File: src/rtl/prio_irq_ctrl.sv
module prio_irq_ctrl #(
  parameter int N  = 16,
  parameter int LW = 3
) (
  input  logic          clk,
  input  logic          rst_n,
  input  logic [N-1:0]  irq_in,
  input  logic [7:0]    bus_addr,
  input  logic          bus_we,
  input  logic [31:0]   bus_wdata,
  output logic [31:0]   bus_rdata,
  output logic          cpu_irq
);
  localparam int NMODE = N / 8;
  localparam int NLVL  = N / 2;
  localparam int IW    = $clog2(N);

  logic          en_q;
  logic [LW-1:0] mask_q;
  logic [1:0]    mode_q [N];
  logic [LW-1:0] lvl_q  [N];
  logic [N-1:0]  s1, s2, s3, edge_q, pend, acc, det;
  logic [LW-1:0] best_l;
  logic [IW-1:0] best_i;
  logic          hit;
  logic [31:0]   cur_status;

  wire scr_wr  = bus_we && bus_addr == 8'h60;
  wire scr_clr = scr_wr && bus_wdata[8];

  always_comb
    for (int i = 0; i < N; i++) begin
      det[i]  = mode_q[i][1] && (mode_q[i][0] ? (s2[i] && !s3[i]) : (!s2[i] && s3[i]));
      pend[i] = mode_q[i][1] ? edge_q[i] : (mode_q[i][0] ? s2[i] : !s2[i]);
      acc[i]  = en_q && pend[i] && (lvl_q[i] > mask_q);
    end

  always_ff @(posedge clk or negedge rst_n)
    if (!rst_n) begin
      en_q   <= 1'b0;
      mask_q <= '0;
      s1 <= '0; s2 <= '0; s3 <= '0;
      edge_q <= '0;
      for (int i = 0; i < N; i++) begin
        mode_q[i] <= 2'b00;
        lvl_q[i]  <= '0;
      end
    end else begin
      s1 <= irq_in; s2 <= s1; s3 <= s2;
      for (int i = 0; i < N; i++)
        edge_q[i] <= (edge_q[i] || det[i]) &&
                     !(scr_clr && bus_wdata[3:0] == 4'(i));
      if (bus_we) begin
        if (bus_addr == 8'h00) en_q <= bus_wdata[0];
        if (bus_addr == 8'h40) mask_q <= bus_wdata[LW-1:0];
        for (int j = 0; j < NMODE; j++)
          if (bus_addr == 8'h04 + 8'(4*j))
            for (int b = 0; b < 8; b++) mode_q[8*j+b] <= bus_wdata[2*b +: 2];
        for (int k = 0; k < NLVL; k++)
          if (bus_addr == 8'h10 + 8'(4*k)) begin
            lvl_q[2*k]   <= bus_wdata[LW-1:0];
            lvl_q[2*k+1] <= bus_wdata[8 +: LW];
          end
      end
    end

  always_comb begin
    best_l = '0;
    best_i = '0;
    hit    = 1'b0;
    for (int i = N-1; i >= 0; i--)
      if (acc[i] && lvl_q[i] >= best_l) begin
        best_l = lvl_q[i];
        best_i = IW'(i);
        hit    = 1'b1;
      end
  end

  assign cur_status = {15'b0, !hit, 5'b0, best_l, 3'b0, 5'(best_i)};
  assign cpu_irq    = hit;

  always_comb begin
    bus_rdata = '0;
    if (bus_addr == 8'h00) bus_rdata = {31'b0, en_q};
    if (bus_addr == 8'h40) bus_rdata = 32'(mask_q);
    if (bus_addr == 8'h80) bus_rdata = 32'(pend);
    if (bus_addr == 8'hA0) bus_rdata = cur_status;
    for (int j = 0; j < NMODE; j++)
      if (bus_addr == 8'h04 + 8'(4*j))
        for (int b = 0; b < 8; b++) bus_rdata[2*b +: 2] = mode_q[8*j+b];
    for (int k = 0; k < NLVL; k++)
      if (bus_addr == 8'h10 + 8'(4*k)) begin
        bus_rdata[LW-1:0] = lvl_q[2*k];
        bus_rdata[8 +: LW] = lvl_q[2*k+1];
      end
  end

  p_gate_off_r2: assert property (@(posedge clk) disable iff (!rst_n)
    !en_q |-> !cpu_irq);

  p_scr_clears_r5: assert property (@(posedge clk) disable iff (!rst_n)
    scr_clr |=> !edge_q[$past(bus_wdata[3:0])]);

  p_scr_ignored_r5: assert property (@(posedge clk) disable iff (!rst_n)
    (scr_wr && !bus_wdata[8]) |=> (($past(edge_q) & ~edge_q) == '0));

  p_above_mask_r7: assert property (@(posedge clk) disable iff (!rst_n)
    cpu_irq |-> (best_l > mask_q));

  p_level_nonzero_r6: assert property (@(posedge clk) disable iff (!rst_n)
    cpu_irq |-> (best_l != '0));

  for (genvar g = 0; g < N; g++) begin : g_hold
    p_edge_held_r4: assert property (@(posedge clk) disable iff (!rst_n)
      (edge_q[g] && !scr_clr) |=> edge_q[g]);
  end
endmodule

File: config.mk
export PLATFORM = sky130hd
export DESIGN_NAME = prio_irq_ctrl
export DESIGN_NICKNAME = d
export VERILOG_FILES = /design/src/rtl/prio_irq_ctrl.sv
export SDC_FILE = /design/constraint.sdc
export NUM_CORES = 1
export LEC_CHECK = 0
export BUFFER_PORTS_ARGS = -buffer_cell sky130_fd_sc_hd__buf_2
export CAP_MARGIN = 10
export CORE_AREA = 3 3 198 180
export DETAILED_ROUTE_END_ITERATION = 8
export DIE_AREA = 0 0 201 183
export PLACE_DENSITY_LB_ADDON = 0.25
export SETUP_SLACK_MARGIN = 0.02
export SKIP_LAST_GASP = 1
export SYNTH_ARGS = -nofsm -noshare
export SYNTH_HDL_FRONTEND = slang
export SYNTH_SLANG_ARGS = --single-unit
File: constraint.sdc
create_clock -name clk -period 63.2 [get_ports clk]
set_input_delay 12.64 -clock clk [delete_from_list [all_inputs] [get_ports clk]]
set_output_delay 12.64 -clock clk [all_outputs]
set_load 0.02 [all_outputs]
==> flow_metrics.py, run 1 <==
metrics = {
    "power": {
        "p_leak_nw": 5.08,
        "powerDensity_mw_per_mm2": 20.6,
        "total_power_uw": 236,
        "ir_worst_vdd_uv": 18.9,
    },
    "floorplan": {
        "start_util_pct": 29.7,
        "fp.dieW_um": 201,
        "dieHeight_um": 183,
        "die-area_mm2": 0.0368,
        "core_area_mm2": 0.0339,
        "num_rows": 64,
        "ios": 92,
    },
    "clock_network": {
        "clock_sinks": 148,
        "cts_setup_buffers": 0,
        "path_clk_slew_ps": 60,
        "cts_tree": "done",
        "hold_buffers": 0,
        "clock-root-buffer": "clkbuf_16",
        "cts_made_buffers": 17,
        "clkLatencyLatePin_ps": 430,
        "cts-resized-gates": 0,
        "clk_path_buf_depth": 2,
        "cts_max_level": 4,
    },
    "global_routing": {
        "grt_antenna_before_repair": 1,
        "grt_pass1_vias": 8174,
        "gr-total-overflow": 0,
        "grt_start_max_net_pins": 98,
        "grtUsageTotal_pct": 17.1,
        "grt_pass1_wl_um": 49100,
    },
    "finish": {
        "drive_gt1_share_pct": 19.0,
        "fillers": 3482,
        "nets": 1278,
        "area_delta_synth_final_pct": 13.6,
        "diodes": 0,
    },
    "drt": {
        "initialDrtViolationCount": 653,
        "wl_per_cell_um": 19.7,
        "drt_pass1_iterations": 5,
        "dr_total_vias": 8592,
        "ant_nets": 0,
        "route.detailed.drc": 0,
        "routed_via_density": 5.33,
        "wl_um": 31800,
    },
    "sta": {
        "setup_viol_count_final": 0,
        "fin_worst_skew_ps": 6.56,
        "rsz0062_at_grt": "false",
        "max_slew_margin_pct": 21.5,
        "fin_setup_tns_ps": 0,
        "tightest_slew_ps": 1170,
        "min_period_over_period_pct": 62.7,
        "maxSlewViolCount": 0,
        "hold_violations": 0,
        "clock.fmax_mhz": 25.2,
        "finalCriticalPeriod_ps": 39600,
        "holdWs_ps": 344,
    },
    "logic_synthesis": {
        "yosysTopAreaCell": "dfrtp_1",
        "ys_ff_latch": 148,
        "ys_seq_area_share_pct": 36.8,
        "synth_flop_cell": "dfrtp_1",
        "syn-cell-area_mm2": 0.0101,
        "synth-edff-count": 0,
        "syn_area_per_cell_um2": 9.36,
        "netlist.area_leader.share_pct": 36.8,
        "ys_warn_count": 0,
        "netlist_instances": 1075,
        "ys_top_cells_by_area": "dfrtp_1 (37%), mux2_2 (10%), ha_1 (9.9%)",
        "ys_types": 85,
        "async_flop_share_pct": 100,
    },
    "placement": {
        "dpl.hpwl_um": 23800,
        "routabilityCongestion": 0.906,
        "port_buffers": 60,
    },
    "critical_path": {
        "cp.arrival_ps": 26960,
        "endpoint_kind": "output pin",
        "crit_type": "register to output pin",
        "crit_family": "compound AO/OA/AOI/OAI gates",
        "path_max_fanout": 16,
        "startpoint_type": "register",
        "slowest_delay_ps": 580,
        "critical_path_required_ps": 50560,
        "cp_slowest_cell": "a2111oi_2",
        "cpMostUsedCell": "ha_1",
        "cp_num_buf_inv": 12,
    },
    "run_status": {
        "run_status": "completed",
    },
    "run": {
        "cap_violations": 0,
    },
    "hold_path": {
        "min_path_type": "register to register",
    },
}
## layout by cell type (no fill, tap or decap), types with 7 or more instances in the layout
cell type	instances
dfrtp_1	148
nand2_1	106
mux2_2	89
a21oi_1	81
ha_1	80
o21ai_0	75
nor2_1	74
buf_2	59
inv_1	52
nand3_1	28
nand2b_1	22
clkbuf_16	17
o21a_1	15
conb_1	15
a21o_1	14
and3_1	13
xor2_1	12
a22oi_1	12
and2_1	12
nor2b_1	11
a211oi_1	11
nor4_1	10
o211ai_1	10
a31oi_1	10
nor3_1	9
a221oi_1	8
buf_4	8
o211a_1	7
o22ai_1	7
## layer usage
| metal | part of all wire (%) | up-vias | global-route usage, % | wire length (um) |
|---|---|---|---|---|
| met5 | 0.038 | - | 0 | 12 |
| met4 | 1.3 | 2 | 3.60 | 408 |
| met3 | 4.8 | 32 | 3.00 | 1520 |
| met2 | 46 | 225 | 27.7 | 14500 |
| met1 | 48 | 4242 | 24.2 | 15400 |
| li1 | - | 4091 | - | - |
## synth_stat cells (5+ instances only)
| cell | count |
|---|---|
| a31o_2 | 5 |
| clkbuf_1 | 16 |
| buf_4 | 15 |
| nand2b_1 | 22 |
| a21o_1 | 14 |
| and3_1 | 13 |
| a21oi_1 | 81 |
| a31oi_1 | 10 |
| mux2_2 | 89 |
| a211oi_1 | 11 |
| inv_1 | 52 |
| o221ai_1 | 5 |
| dfrtp_1 | 148 |
| and2_1 | 12 |
| o211ai_1 | 10 |
| ha_1 | 80 |
| or2_2 | 6 |
| or3_1 | 5 |
| o21a_1 | 15 |
| a221oi_1 | 8 |
| nand2_1 | 106 |
| nand3_1 | 28 |
| xor2_1 | 12 |
| nor2b_1 | 11 |
| o2111ai_1 | 5 |
| o211a_1 | 7 |
| nor4_1 | 10 |
| a22oi_1 | 12 |
| o21ai_0 | 75 |
| buf_1 | 5 |
| nor3_1 | 9 |
| o22ai_1 | 7 |
| nand4_1 | 6 |
| nor2_1 | 75 |
| o21ai_1 | 6 |
## power breakdown
part           total (mW)  switching, mW  internal [mW]  leakage [nW]
registers           0.104        0.00542         0.0989          1.86
logic              0.0317         0.0198         0.0119          2.95
clock network      0.0999         0.0410         0.0589         0.272
## sequential cells by signal, summed over array words and instances, names as in the netlist
register,count
edge_q,16
mode_q,32
s2,16
en_q,1
lvl_q,48
mask_q,3
s1,16
s3,16
## area by class of cell
class | instances | area (um2) | area share [%]
flip-flops and latches | 148 | 3700 | 32.4
inverters | 52 | 195 | 1.71
well taps | 462 | 578 | 5.05
clock buffers | 19 | 443 | 3.87
clock inverters | 11 | 128 | 1.12
multi-input cells | 852 | 6030 | 52.7
repair buffers | 68 | 367 | 3.20
## worst paths after layout
kind | startpoint | endpoint | slack (ps) | cells after the start
max | mask_q[2] | bus_rdata[2] | 23600 | 122
min | s1[7] | s2[7] | 340 | 0
max reg2reg | mode_q[4] | edge_q[13] | 62030 | 4
min reg2reg | s1[7] | s2[7] | 340 | 0
max in group asynchronous | rst_n | mode_q[27] | 49650 | 2
min in group asynchronous | rst_n | s1[0] | 12300 | 1
## metrics by stage
| step | setup WS [ps] | utilization, % | instance area [um2] | cells |
|---|---|---|---|---|
| final | 23600 | 33.8 | 11400 | 1612 |
| after global routing | 21200 | 33.8 | 11400 | 1612 |
| after CTS | 23870 | 33.8 | 11400 | 1612 |
| after detailed placement | 24480 | 32.1 | 10900 | 1582 |
| after global placement | 24630 | 32.1 | 10900 | 1582 |
| after floorplan | 28000 | - | 10100 | 1089 |
## logic make-up (layout without fill, tap and decap cells)
group           Yosys count  after routing  share of synthesized area (%)
compound gates          325            325                           22.1
simple gates            323            323                           15.5
flops                   148            148                           36.8
mux                      93             93                           10.4
buf+inv                  89            150                           3.89
fa+ha+maj                80             80                           9.94
xor+xnor                 16             16                           1.39
other cells               1             15                         0.0373
Power figures use the tool's default switching activity.
==> run 2: changes to the inputs <==
clock period = 38.6 ns   (was 63.2 ns; I/O delays follow)
==> flow_metrics.py, run 2 (same netlist as run 1, synthesis figures left out) <==
metrics = {
    "run_status": {
        "run_status": "completed",
    },
    "finish": {
        "drive_gt1_share_pct": 19.2,
        "diodes": 0,
        "reg.largest.list": "lvl_q x48, mode_q x32",
        "nets": 1278,
        "final_cell_mix": "dfrtp_1 (148), nand2_1 (106), mux2_2 (89)",
        "largest_reg_flops": 48,
        "regMostFlops": "lvl_q",
        "stdcell_area_mm2": 0.0115,
        "utilization_pct": 33.9,
        "layout_commonest_cell": "dfrtp_1",
        "area_delta_synth_final_pct": 14.1,
    },
    "sta": {
        "tightest_slew_ps": 1180,
        "setup_viol_count_final": 0,
        "finalCriticalPeriod_ps": 34490,
        "clock.fmax_mhz": 29.0,
        "min_period_over_period_pct": 89.4,
        "max_slew_margin_pct": 20.7,
        "fin_setup_tns_ps": 0,
        "rsz0062_at_grt": "false",
        "maxSlewViolCount": 0,
        "fin_worst_skew_ps": 8.65,
        "hold_violations": 0,
    },
    "global_routing": {
        "grt_pass1_vias": 8126,
        "grt_start_max_net_pins": 98,
        "grt_pass1_wl_um": 48900,
        "grtUsageTotal_pct": 17.1,
        "grt_antenna_before_repair": 1,
        "gr-total-overflow": 0,
    },
    "critical_path": {
        "cp.arrival_ps": 26770,
        "slowest_delay_ps": 600,
        "endpoint_kind": "output pin",
        "cpMostUsedCell": "ha_1",
        "crit_type": "register to output pin",
        "path_max_fanout": 16,
        "r2r-end": "edge_q[13]",
        "startpoint_type": "register",
        "r2r-start": "mode_q[4]",
        "rr_worst_depth": 4,
        "reg2reg_slack_ps": 37450,
        "cp_slowest_cell": "nor4_1",
        "critical_path_required_ps": 30880,
    },
    "clock_network": {
        "cts_max_level": 4,
        "path_clk_slew_ps": 70,
        "cts_made_buffers": 17,
        "cts_setup_buffers": 0,
        "clock_sinks": 148,
        "hold_buffers": 0,
        "cts-resized-gates": 0,
        "cts_tree": "done",
        "clock-root-buffer": "clkbuf_16",
        "clkLatencyLatePin_ps": 420,
        "clk_path_buf_depth": 2,
    },
    "power": {
        "p_leak_nw": 5.11,
        "powerDensity_mw_per_mm2": 34.5,
        "ir_worst_vdd_uv": 27.6,
        "total_power_uw": 396,
    },
    "placement": {
        "routabilityCongestion": 0.906,
        "dpl.hpwl_um": 23800,
        "port_buffers": 60,
        "place_area_mm2": 0.0109,
    },
    "floorplan": {
        "start_util_pct": 29.7,
        "ios": 92,
        "core_area_mm2": 0.0339,
        "dieHeight_um": 183,
        "fp.dieW_um": 201,
        "die-area_mm2": 0.0368,
        "num_rows": 64,
    },
    "drt": {
        "route.detailed.drc": 0,
        "wl_per_cell_um": 19.7,
        "routed_via_density": 5.33,
        "dr_total_vias": 8598,
        "drt_pass1_iterations": 5,
        "initialDrtViolationCount": 744,
        "ant_nets": 0,
        "wl_um": 31700,
    },
    "run": {
        "cap_violations": 0,
    },
    "hold_path": {
        "min_path_type": "register to register",
        "min_to": "s2[7]",
        "hold_path_depth": 0,
        "min-delay-start": "s1[7]",
    },
}
run 2: cell types whose count changed in the layout (fill, tap and decap cells not counted), sizes merged:
cell | before | now
clkbuf | 19 | 21
clkinv | 4 | 1
clkinvlp | 3 | 1
inv | 54 | 59
run 2: worst max path at each step:
| stage | from | endpoint | slack, ps |
|---|---|---|---|
| 2_1_floorplan | mask_q[2] | bus_rdata[2] | 8320 |
| 3_3_place_gp | mask_q[2] | bus_rdata[2] | 4940 |
| 3_5_place_dp | mask_q[2] | bus_rdata[2] | 4900 |
| 4_1_cts | mask_q[2] | bus_rdata[2] | 4300 |
| 5_1_grt | mask_q[2] | bus_rdata[2] | 1860 |
| 6_report | mask_q[2] | bus_rdata[2] | 4110 |
run 2: report_power, final:
group / total [mW] / leakage [nW] / switching (mW) / internal, mW
Sequential: 0.171 / 1.86 / 0.00887 / 0.162
Combinational: 0.0520 / 2.95 / 0.0325 / 0.0195
Clock: 0.174 / 0.304 / 0.0699 / 0.104
run 2: layer usage:
metal,global-route usage [%],part of all wire [%],up-vias
met5,0,0,-
met1,24.1,49,4222
met3,3.12,4.7,41
met2,27.4,45,228
met4,4.30,1.8,0
li1,-,-,4107
run 2: worst max-delay path, delay by kind of cell (launching register included):
family	cells	cell delay (ps)
AO/OA/AOI/OAI	50	11700
adder cells (fa/ha/maj)	16	4250
buffers and inverters	12	1480
flip-flops	1	390
multiplexers	4	1320
AND/OR/NAND/NOR	40	7180
run 2: area by class of cell:
type | count | area [um2]
well taps | 462 | 578
multi-input cells | 852 | 6030
repair buffers | 68 | 367
clock buffers | 21 | 480
inverters | 52 | 195
clock inverters | 11 | 136
fillers | 3510 | 22400
flip-flops and latches | 148 | 3700
run 2: per-stage QoR:
| stage | setup slack [ps] | hold WS, ps | instances |
|---|---|---|---|
| after floorplan | 8320 | 331 | 1089 |
| after global placement | 4940 | 333 | 1582 |
| after detailed placement | 4900 | 336 | 1582 |
| after CTS | 4300 | 350 | 1614 |
| after global routing | 1860 | 357 | 1614 |
| final | 4110 | 348 | 1614 |
